$ cat config.mk
export PLATFORM = sky130hd
export DESIGN_NAME = dma_test_ctl
export DESIGN_NICKNAME = d
export VERILOG_FILES = /design/src/rtl/dmatc_pkg.sv /design/src/rtl/dmatc_step_calc.sv /design/src/rtl/dmatc_strobe_fsm.sv /design/src/rtl/dmatc_dir_ctl.sv /design/src/rtl/dma_test_ctl.sv
export SDC_FILE = /design/constraint.sdc
export NUM_CORES = 1
export LEC_CHECK = 0
export BUFFER_PORTS_ARGS = -buffer_cell sky130_fd_sc_hd__clkbuf_2
export CORE_UTILIZATION = 31
export CTS_BUF_LIST = sky130_fd_sc_hd__clkbuf_16
export CTS_CLUSTER_SIZE = 25
export DETAILED_ROUTE_END_ITERATION = 12
export GPL_TIMING_DRIVEN = 0
export PLACE_DENSITY = 0.94
export SYNTH_ARGS = -nofsm -noshare
export SYNTH_HDL_FRONTEND = slang
export SYNTH_HIERARCHICAL = 1
export SYNTH_SLANG_ARGS = --single-unit
$ cat constraint.sdc
create_clock -name clk -period 2.8 [get_ports clk]
set_input_delay 0.28 -clock clk [delete_from_list [all_inputs] [get_ports clk]]
set_output_delay 0.28 -clock clk [all_outputs]
set_load 0.05 [all_outputs]
$ cat src/rtl/dmatc_pkg.sv
package dmatc_pkg;
    typedef enum logic [1:0] {
        ST_IDLE = 2'd0,
        ST_ADDR = 2'd1,
        ST_CNT  = 2'd2,
        ST_BOTH = 2'd3
    } strobe_st_e;

    localparam int BIT_ADV   = 7;
    localparam int BIT_DEC   = 6;
    localparam int BIT_FIFO  = 5;
    localparam int BIT_MST   = 4;
    localparam int BIT_DIR   = 3;
    localparam int BIT_SPARE = 2;
    localparam int OFF_W     = 2;
endpackage

$ cat src/rtl/dmatc_step_calc.sv
module dmatc_step_calc #(
    parameter int ADDR_W = 32,
    parameter int CNT_W  = 24,
    parameter int STEP_W = 3
) (
    input  logic [ADDR_W-1:0] addr,
    input  logic [CNT_W-1:0]  count,
    output logic [STEP_W-1:0] step
);
    localparam int WORD_B = 4;

    logic [STEP_W-1:0] room;

    always_comb begin
        room = STEP_W'(WORD_B) - {{(STEP_W-2){1'b0}}, addr[1:0]};
        if (count == '0) begin
            step = '0;
        end else if (count < CNT_W'(room)) begin
            step = count[STEP_W-1:0];
        end else begin
            step = room;
        end
    end
endmodule

$ cat src/rtl/dmatc_strobe_fsm.sv
module dmatc_strobe_fsm
    import dmatc_pkg::*;
(
    input  logic clk,
    input  logic rst_n,
    input  logic wr_en,
    input  logic req_adv,
    input  logic req_dec,
    output logic adv_pulse,
    output logic dec_pulse
);
    strobe_st_e state_q, state_n;

    always_comb begin
        state_n = ST_IDLE;
        if (wr_en) begin
            unique case ({req_adv, req_dec})
                2'b10:   state_n = ST_ADDR;
                2'b01:   state_n = ST_CNT;
                2'b11:   state_n = ST_BOTH;
                default: state_n = ST_IDLE;
            endcase
        end
    end

    always_ff @(posedge clk or negedge rst_n) begin
        if (!rst_n) state_q <= ST_IDLE;
        else        state_q <= state_n;
    end

    always_comb begin
        unique case (state_q)
            ST_IDLE: begin adv_pulse = 1'b0; dec_pulse = 1'b0; end
            ST_ADDR: begin adv_pulse = 1'b1; dec_pulse = 1'b0; end
            ST_CNT:  begin adv_pulse = 1'b0; dec_pulse = 1'b1; end
            ST_BOTH: begin adv_pulse = 1'b1; dec_pulse = 1'b1; end
            default: begin adv_pulse = 1'b0; dec_pulse = 1'b0; end
        endcase
    end


    adv_one_clk_chk: assert property (@(posedge clk) disable iff (!rst_n)
        (adv_pulse && !wr_en) |=> !adv_pulse);


    dec_one_clk_chk: assert property (@(posedge clk) disable iff (!rst_n)
        (dec_pulse && !wr_en) |=> !dec_pulse);


    both_start_chk: assert property (@(posedge clk) disable iff (!rst_n)
        (wr_en && req_adv && req_dec) |=> (adv_pulse && dec_pulse));
endmodule

$ cat src/rtl/dmatc_dir_ctl.sv
module dmatc_dir_ctl (
    input  logic clk,
    input  logic rst_n,
    input  logic wr_en,
    input  logic wr_dir,
    input  logic wr_master,
    output logic master_q,
    output logic dir_q
);
    always_ff @(posedge clk or negedge rst_n) begin
        if (!rst_n) begin
            master_q <= 1'b0;
            dir_q    <= 1'b0;
        end else if (wr_en) begin
            master_q <= wr_master;
            if (wr_dir) dir_q <= master_q;
        end
    end


    dir_follows_old_master_chk: assert property (@(posedge clk) disable iff (!rst_n)
        (wr_en && wr_dir) |=> (dir_q == $past(master_q)));


    dir_hold_chk: assert property (@(posedge clk) disable iff (!rst_n)
        !(wr_en && wr_dir) |=> $stable(dir_q));
endmodule

$ cat src/rtl/dma_test_ctl.sv
module dma_test_ctl
    import dmatc_pkg::*;
#(
    parameter int ADDR_W      = 32,
    parameter int CNT_W       = 24,
    parameter int STEP_W      = 3,
    parameter int DEPTH_W     = 10,
    parameter int SMALL_DEPTH = 112,
    parameter int LARGE_DEPTH = 944
) (
    input  logic               clk,
    input  logic               rst_n,
    input  logic               wr_en,
    input  logic [7:0]         wr_data,
    input  logic [ADDR_W-1:0]  cur_addr,
    input  logic [CNT_W-1:0]   cur_count,
    output logic [7:0]         rd_data,
    output logic               adr_step_pulse,
    output logic [STEP_W-1:0]  adr_step_amt,
    output logic               cnt_step_pulse,
    output logic [STEP_W-1:0]  cnt_step_amt,
    output logic               fifo_big,
    output logic [DEPTH_W-1:0] fifo_depth,
    output logic               dma_wr_dir,
    output logic [OFF_W-1:0]   offset_hi
);
    logic              fifo_q;
    logic              spare_q;
    logic [OFF_W-1:0]  off_q;
    logic              master_q;
    logic [STEP_W-1:0] step;

    always_ff @(posedge clk or negedge rst_n) begin
        if (!rst_n) begin
            fifo_q  <= 1'b0;
            spare_q <= 1'b0;
            off_q   <= '0;
        end else if (wr_en) begin
            fifo_q  <= wr_data[BIT_FIFO];
            spare_q <= wr_data[BIT_SPARE];
            off_q   <= wr_data[OFF_W-1:0];
        end
    end

    dmatc_strobe_fsm u_fsm (
        .clk       (clk),
        .rst_n     (rst_n),
        .wr_en     (wr_en),
        .req_adv   (wr_data[BIT_ADV]),
        .req_dec   (wr_data[BIT_DEC]),
        .adv_pulse (adr_step_pulse),
        .dec_pulse (cnt_step_pulse)
    );

    dmatc_dir_ctl u_dir (
        .clk       (clk),
        .rst_n     (rst_n),
        .wr_en     (wr_en),
        .wr_dir    (wr_data[BIT_DIR]),
        .wr_master (wr_data[BIT_MST]),
        .master_q  (master_q),
        .dir_q     (dma_wr_dir)
    );

    dmatc_step_calc #(
        .ADDR_W (ADDR_W),
        .CNT_W  (CNT_W),
        .STEP_W (STEP_W)
    ) u_step (
        .addr  (cur_addr),
        .count (cur_count),
        .step  (step)
    );

    always_comb begin
        adr_step_amt = adr_step_pulse ? step : '0;
        cnt_step_amt = cnt_step_pulse ? step : '0;
        fifo_big     = fifo_q;
        fifo_depth   = fifo_q ? DEPTH_W'(LARGE_DEPTH) : DEPTH_W'(SMALL_DEPTH);
        offset_hi    = off_q;
        rd_data      = {adr_step_pulse, cnt_step_pulse, fifo_q, master_q,
                        dma_wr_dir, spare_q, off_q};
    end


    step_bound_chk: assert property (@(posedge clk) disable iff (!rst_n)
        adr_step_pulse |-> (adr_step_amt <= STEP_W'(4)
                            && CNT_W'(adr_step_amt) <= cur_count));


    idle_amt_chk: assert property (@(posedge clk) disable iff (!rst_n)
        !cnt_step_pulse |-> (cnt_step_amt == '0));


    fifo_sel_chk: assert property (@(posedge clk) disable iff (!rst_n)
        wr_en |=> (fifo_big == $past(wr_data[BIT_FIFO])));


    same_amt_chk: assert property (@(posedge clk) disable iff (!rst_n)
        (adr_step_pulse && cnt_step_pulse) |-> (adr_step_amt == cnt_step_amt));
endmodule

Yosys cells after proc, flatten, opt, wreduce, memory -nomap -nowiden
Index checks and enable logic that the tools add are counted.
- register bits after elaboration: 8
- input bits: 67
- output and inout bits: 30
- logic and storage cells: 30
- add/sub/neg operators: 1
- order comparisons: 1
- equal/unequal tests: 6
- multiplexer cells: 9
- reduce and logical (&&, ||, !) cells: 7
- operators with widths (cell ; number):
    $logic_not 24->1 ; 1
    $lt 24x3->1 ; 1
    $mux 3 ; 4
    $mux 10 ; 1
    $eq 2x2->1 const B ; 4
    $reduce_or 2->1 ; 4
    $pmux 2 s3 ; 1
    $eq 2x1->1 const B ; 2
    $pmux 1 s2 ; 2
    $sub 3x2->3 const A ; 1
    $logic_not 2->1 ; 1
    $mux 2 ; 1
    $reduce_and 2->1 ; 1

Longest topological paths before layout
- word-level depth: 5
- depth in mapped cells: 9
- gate-level depth less buffers: 9

Hierarchy
Netlist, hierarchy kept.
- modules (own cells, without submodules) (module ; times used ; cells an instance ; area each (um^2) ; seq. area each (um^2)):
    dma_test_ctl ; 1 ; 34 ; 321.6 ; 100.1
    dmatc_step_calc ; 1 ; 27 ; 186.4 ; 0.0
    dmatc_dir_ctl ; 1 ; 5 ; 80.1 ; 50.0
    dmatc_strobe_fsm ; 1 ; 6 ; 70.1 ; 50.0

Worst setup path before layout
OpenSTA, ideal clock, no wires.
- path type: input-to-output
- start: input cur_addr[0]
- end: output adr_step_amt[0]
- arrival time: 1.918 ns
- data required time: 2.520 ns
- setup slack: 0.602 ns
- stages: 9
- path buffers: 0
- cells stage by stage: inv_1 -> ha_1 -> inv_1 -> ha_1 -> a21oi_1 -> o21ai_0 -> nor3_1 -> o32a_1 -> and2_1
- word-level cells in the longest chain between the ends: 5
- RTL lines (item ; line ; RTL):
    start, declared ; dma_test_ctl.sv:15 ; input logic [ADDR_W-1:0] cur_addr,
    $sub 3x2->3 (*) ; dmatc_step_calc.sv:15 ; room = STEP_W'(WORD_B) - {{(STEP_W-2){1'b0}}, addr[1:0]};
    $lt 24x3->1 ; dmatc_step_calc.sv:18 ; end else if (count < CNT_W'(room)) begin
    $mux 3 (*) ; dmatc_step_calc.sv:18 ;
    $mux 3 (*) ; dmatc_step_calc.sv:16 ; if (count == '0) begin
    net step[0] ; dma_test_ctl.sv:31 ; logic [STEP_W-1:0] step;
    $mux 3 (*) ; dma_test_ctl.sv:76 ; adr_step_amt = adr_step_pulse ? step : '0;
    end, declared ; dma_test_ctl.sv:19 ; output logic [STEP_W-1:0] adr_step_amt,
Mark *: on every way through the listed nets, which the timed path passes. The rest lies on a longest branch.

Worst setup path after layout
- start: input cur_addr[0]
- end: output adr_step_amt[2]
Same word-level chain as after synthesis.

==> flow_summary.json <==
{
  "crit_slowest_cell": "nor3_1",
  "antennaDiodeCount": 0,
  "synthCells": 72,
  "crit_path_start_kind": "input pin",
  "cts_buffer_depth": 2,
  "ff2ff_setup_slack_ns": 1.93,
  "crit_arrival_ns": 2.26,
  "cts_made_buffers": 3,
  "worstPathRequired_ns": 2.52,
  "cpPeakStageDelay_ns": 0.36,
  "clk_latency_ns": 0.23,
  "ios": 97,
  "synth_top_area_frac": 0.304,
  "grtUsageTotal": 0.153,
  "wl_per_cell_um": 10.1,
  "whs_path_depth": 2,
  "r2r-start": "fifo_big$_DFFE_PN0P_",
  "fmax_mhz": 393,
  "overflow": 0,
  "cts_tree": "built",
  "drt_pass1_iterations": 1,
  "port_buffers": 60,
  "layout-drive-gt1-share": 0.593,
  "finalHoldViolations": 0,
  "drv_cap": 0,
  "yosysTopAreaCell": "dfrtp_1",
  "p_int_uw": 397,
  "crit_path_max_fanout": 4,
  "rr_worst_depth": 1,
  "netlist_top_cells_area": "dfrtp_1 30%, buf_4 19%, and2_1 7.6%, mux2_1 6.8%, ha_1 5.7%",
  "via_per_inst": 4.24,
  "routed_wl_um": 1690,
  "final-seq-area_um2": 200,
  "whs_endpoint": "u_fsm/state_q[0]$_DFF_PN0_",
  "cts.sinks": 8,
  "crit_family": "compound AO/OA/AOI/OAI gates",
  "drc_errors": 0,
  "setup_viol": 0,
  "fill_cells": 177,
  "area_delta_synth_final_pct": 66.0,
  "slew_viol_final": 0,
  "core_mm2": 0.00198,
  "clockPowerShare": 0.382,
  "final_cell_mix": "60 x clkbuf_2, 17 x buf_4, 8 x and2_1, 8 x dfrtp_1, 6 x conb_1",
  "synth_seq_cells": 8,
  "p_sw_frac": 0.375,
  "grt_pass1_vias": 635,
  "antenna_found_initial": 0,
  "cts-resized-gates": 0,
  "initial_core_util": 0.332,
  "dp_hpwl_um": 1440,
  "worst_hold_startpoint": "wr_data[7]",
  "dieWidth_um": 48.1,
  "period_share": 0.908,
  "vias": 708,
  "synth_cell_types": 22,
  "skew_ns": 0.00000508,
  "p_sw_uw": 237,
  "min_path_type": "input pin to flip-flop",
  "fp.dieH_um": 48.1,
  "p_total_uw": 634,
  "rr_endpoint": "fifo_big$_DFFE_PN0P_",
  "critPathBufInv": 4,
  "crit_path_end_kind": "output pin",
  "power_density_mw_per_mm2": 580,
  "synth_area_per_cell_um2": 9.14,
  "gp_congestion": 0.674,
  "grt_max_degree": 9,
  "antenna_left": 0,
  "seqPwrFrac": 0.217,
  "rows": 16,
  "die_area_mm2": 0.00231,
  "synth.cell_area_um2": 658,
  "multi_input_area_um2": 319,
  "drt-initial-drc-count": 0,
  "final_common_cell": "clkbuf_2",
  "synth_seq_area_share": 0.304,
  "status": "finished, final reports clean",
  "cts_max_level": 1,
  "cts_root_buf": "clkbuf_16",
  "crit_type": "input pin to output pin",
  "ir_drop_v": 0.000497,
  "power.leakage_uw": 0.000621,
  "cts_setup_buffers": 0,
  "nets": 212,
  "clk_pin_slew_ns": 0.04,
  "tns_ns": 0,
  "grt_pass1_wl_um": 2410,
  "comb_power_share": 0.401,
  "worstPathCellList": "clkbuf_2, inv_1, ha_1, inv_1, ha_1, a21oi_1, o21ai_0, nor3_1, o32a_1, and2_1, clkbuf_2",
  "synth_warnings": 6,
  "rsz0062_at_grt": "no",
  "fin_crit_ns": 2.54
}
## logic make-up after synthesis
family / synth area share
other: 0.0114
AND/OR/NAND/NOR: 0.190
flip-flops: 0.304
adder cells (fa/ha/maj): 0.0570
buffers and inverters: 0.234
multiplexers: 0.108
AO/OA/AOI/OAI: 0.0950
## how the worst max path moves through the flow
stage                startpoint         endpoint  slack (ns)  cells past startpoint
finish              cur_addr[0]  adr_step_amt[2]        0.26                     11
CTS                 cur_addr[0]  adr_step_amt[2]        0.30                     11
floorplan           cur_addr[0]  adr_step_amt[0]        0.60                      9
global route        cur_addr[0]  adr_step_amt[2]        0.08                     11
global placement    cur_addr[0]  cnt_step_amt[1]        0.44                     11
detailed placement  cur_addr[0]  adr_step_amt[2]        0.31                     11
## synthesized netlist by cell type (all sizes together)
cell type and count:
o21a 3, mux2 6, nor2 1, nor2b 1, nand2 3, and2 8
nand4 1, nor3 2, or2 1, ha 3, dfrtp 8, inv 5
clkbuf 2, o32a 3, conb 2, buf 17, nor4 4, o21ai 1
a21oi 1
## repair_timing
action,in CTS,in global routing
hold buffers,1,0
setup endpoints to repair,0,0
hold endpoints to repair,8,0
## sequential cells by signal, indices dropped and copies added (netlist names)
signal and cells:
u_dir/dir_q 1, fifo_big 1, u_fsm/state_q 2, u_dir/master_q 1
offset_hi 2, spare_q 1
## stage by stage
stage,std cells,cell area [µm²],hold WS [ns],util,worst slack [ns]
after floorplan,76,673,-0.0156,-,0.602
final,167,1090,0.258,0.551,0.256
after CTS,167,1090,0.254,0.551,0.300
after global routing,167,1090,0.271,0.551,0.0824
after detailed placement,163,1010,0.137,0.508,0.307
after global placement,163,1010,0.127,0.508,0.442
## final cells by class
| type | instances | share of cell area |
|---|---|---|
| multi-input combinational | 44 | 0.292 |
| timing repair buffer | 61 | 0.284 |
| sequential | 8 | 0.183 |
| buffer | 19 | 0.124 |
| clock buffer | 3 | 0.0687 |
| tap | 27 | 0.0309 |
| inverter | 5 | 0.0172 |
## power by group through the flow
| stage | Combinational [µW] | Clock (µW) | Sequential, µW |
|---|---|---|---|
| after floorplan | 164 | 0 | 162 |
| after global placement | 248 | 0 | 138 |
| after CTS | 255 | 246 | 138 |
| after global routing | 270 | 250 | 140 |
| final | 254 | 242 | 138 |
| after detailed placement | 253 | 0 | 139 |
## metal layers
layer,wire [µm],share of wire,track usage
met1,585,0.35,0.147
met5,0,0,0
met4,40,0.024,0.106
met2,950,0.56,0.292
met3,117,0.069,0.0226
Power figures use the tool's default switching activity.
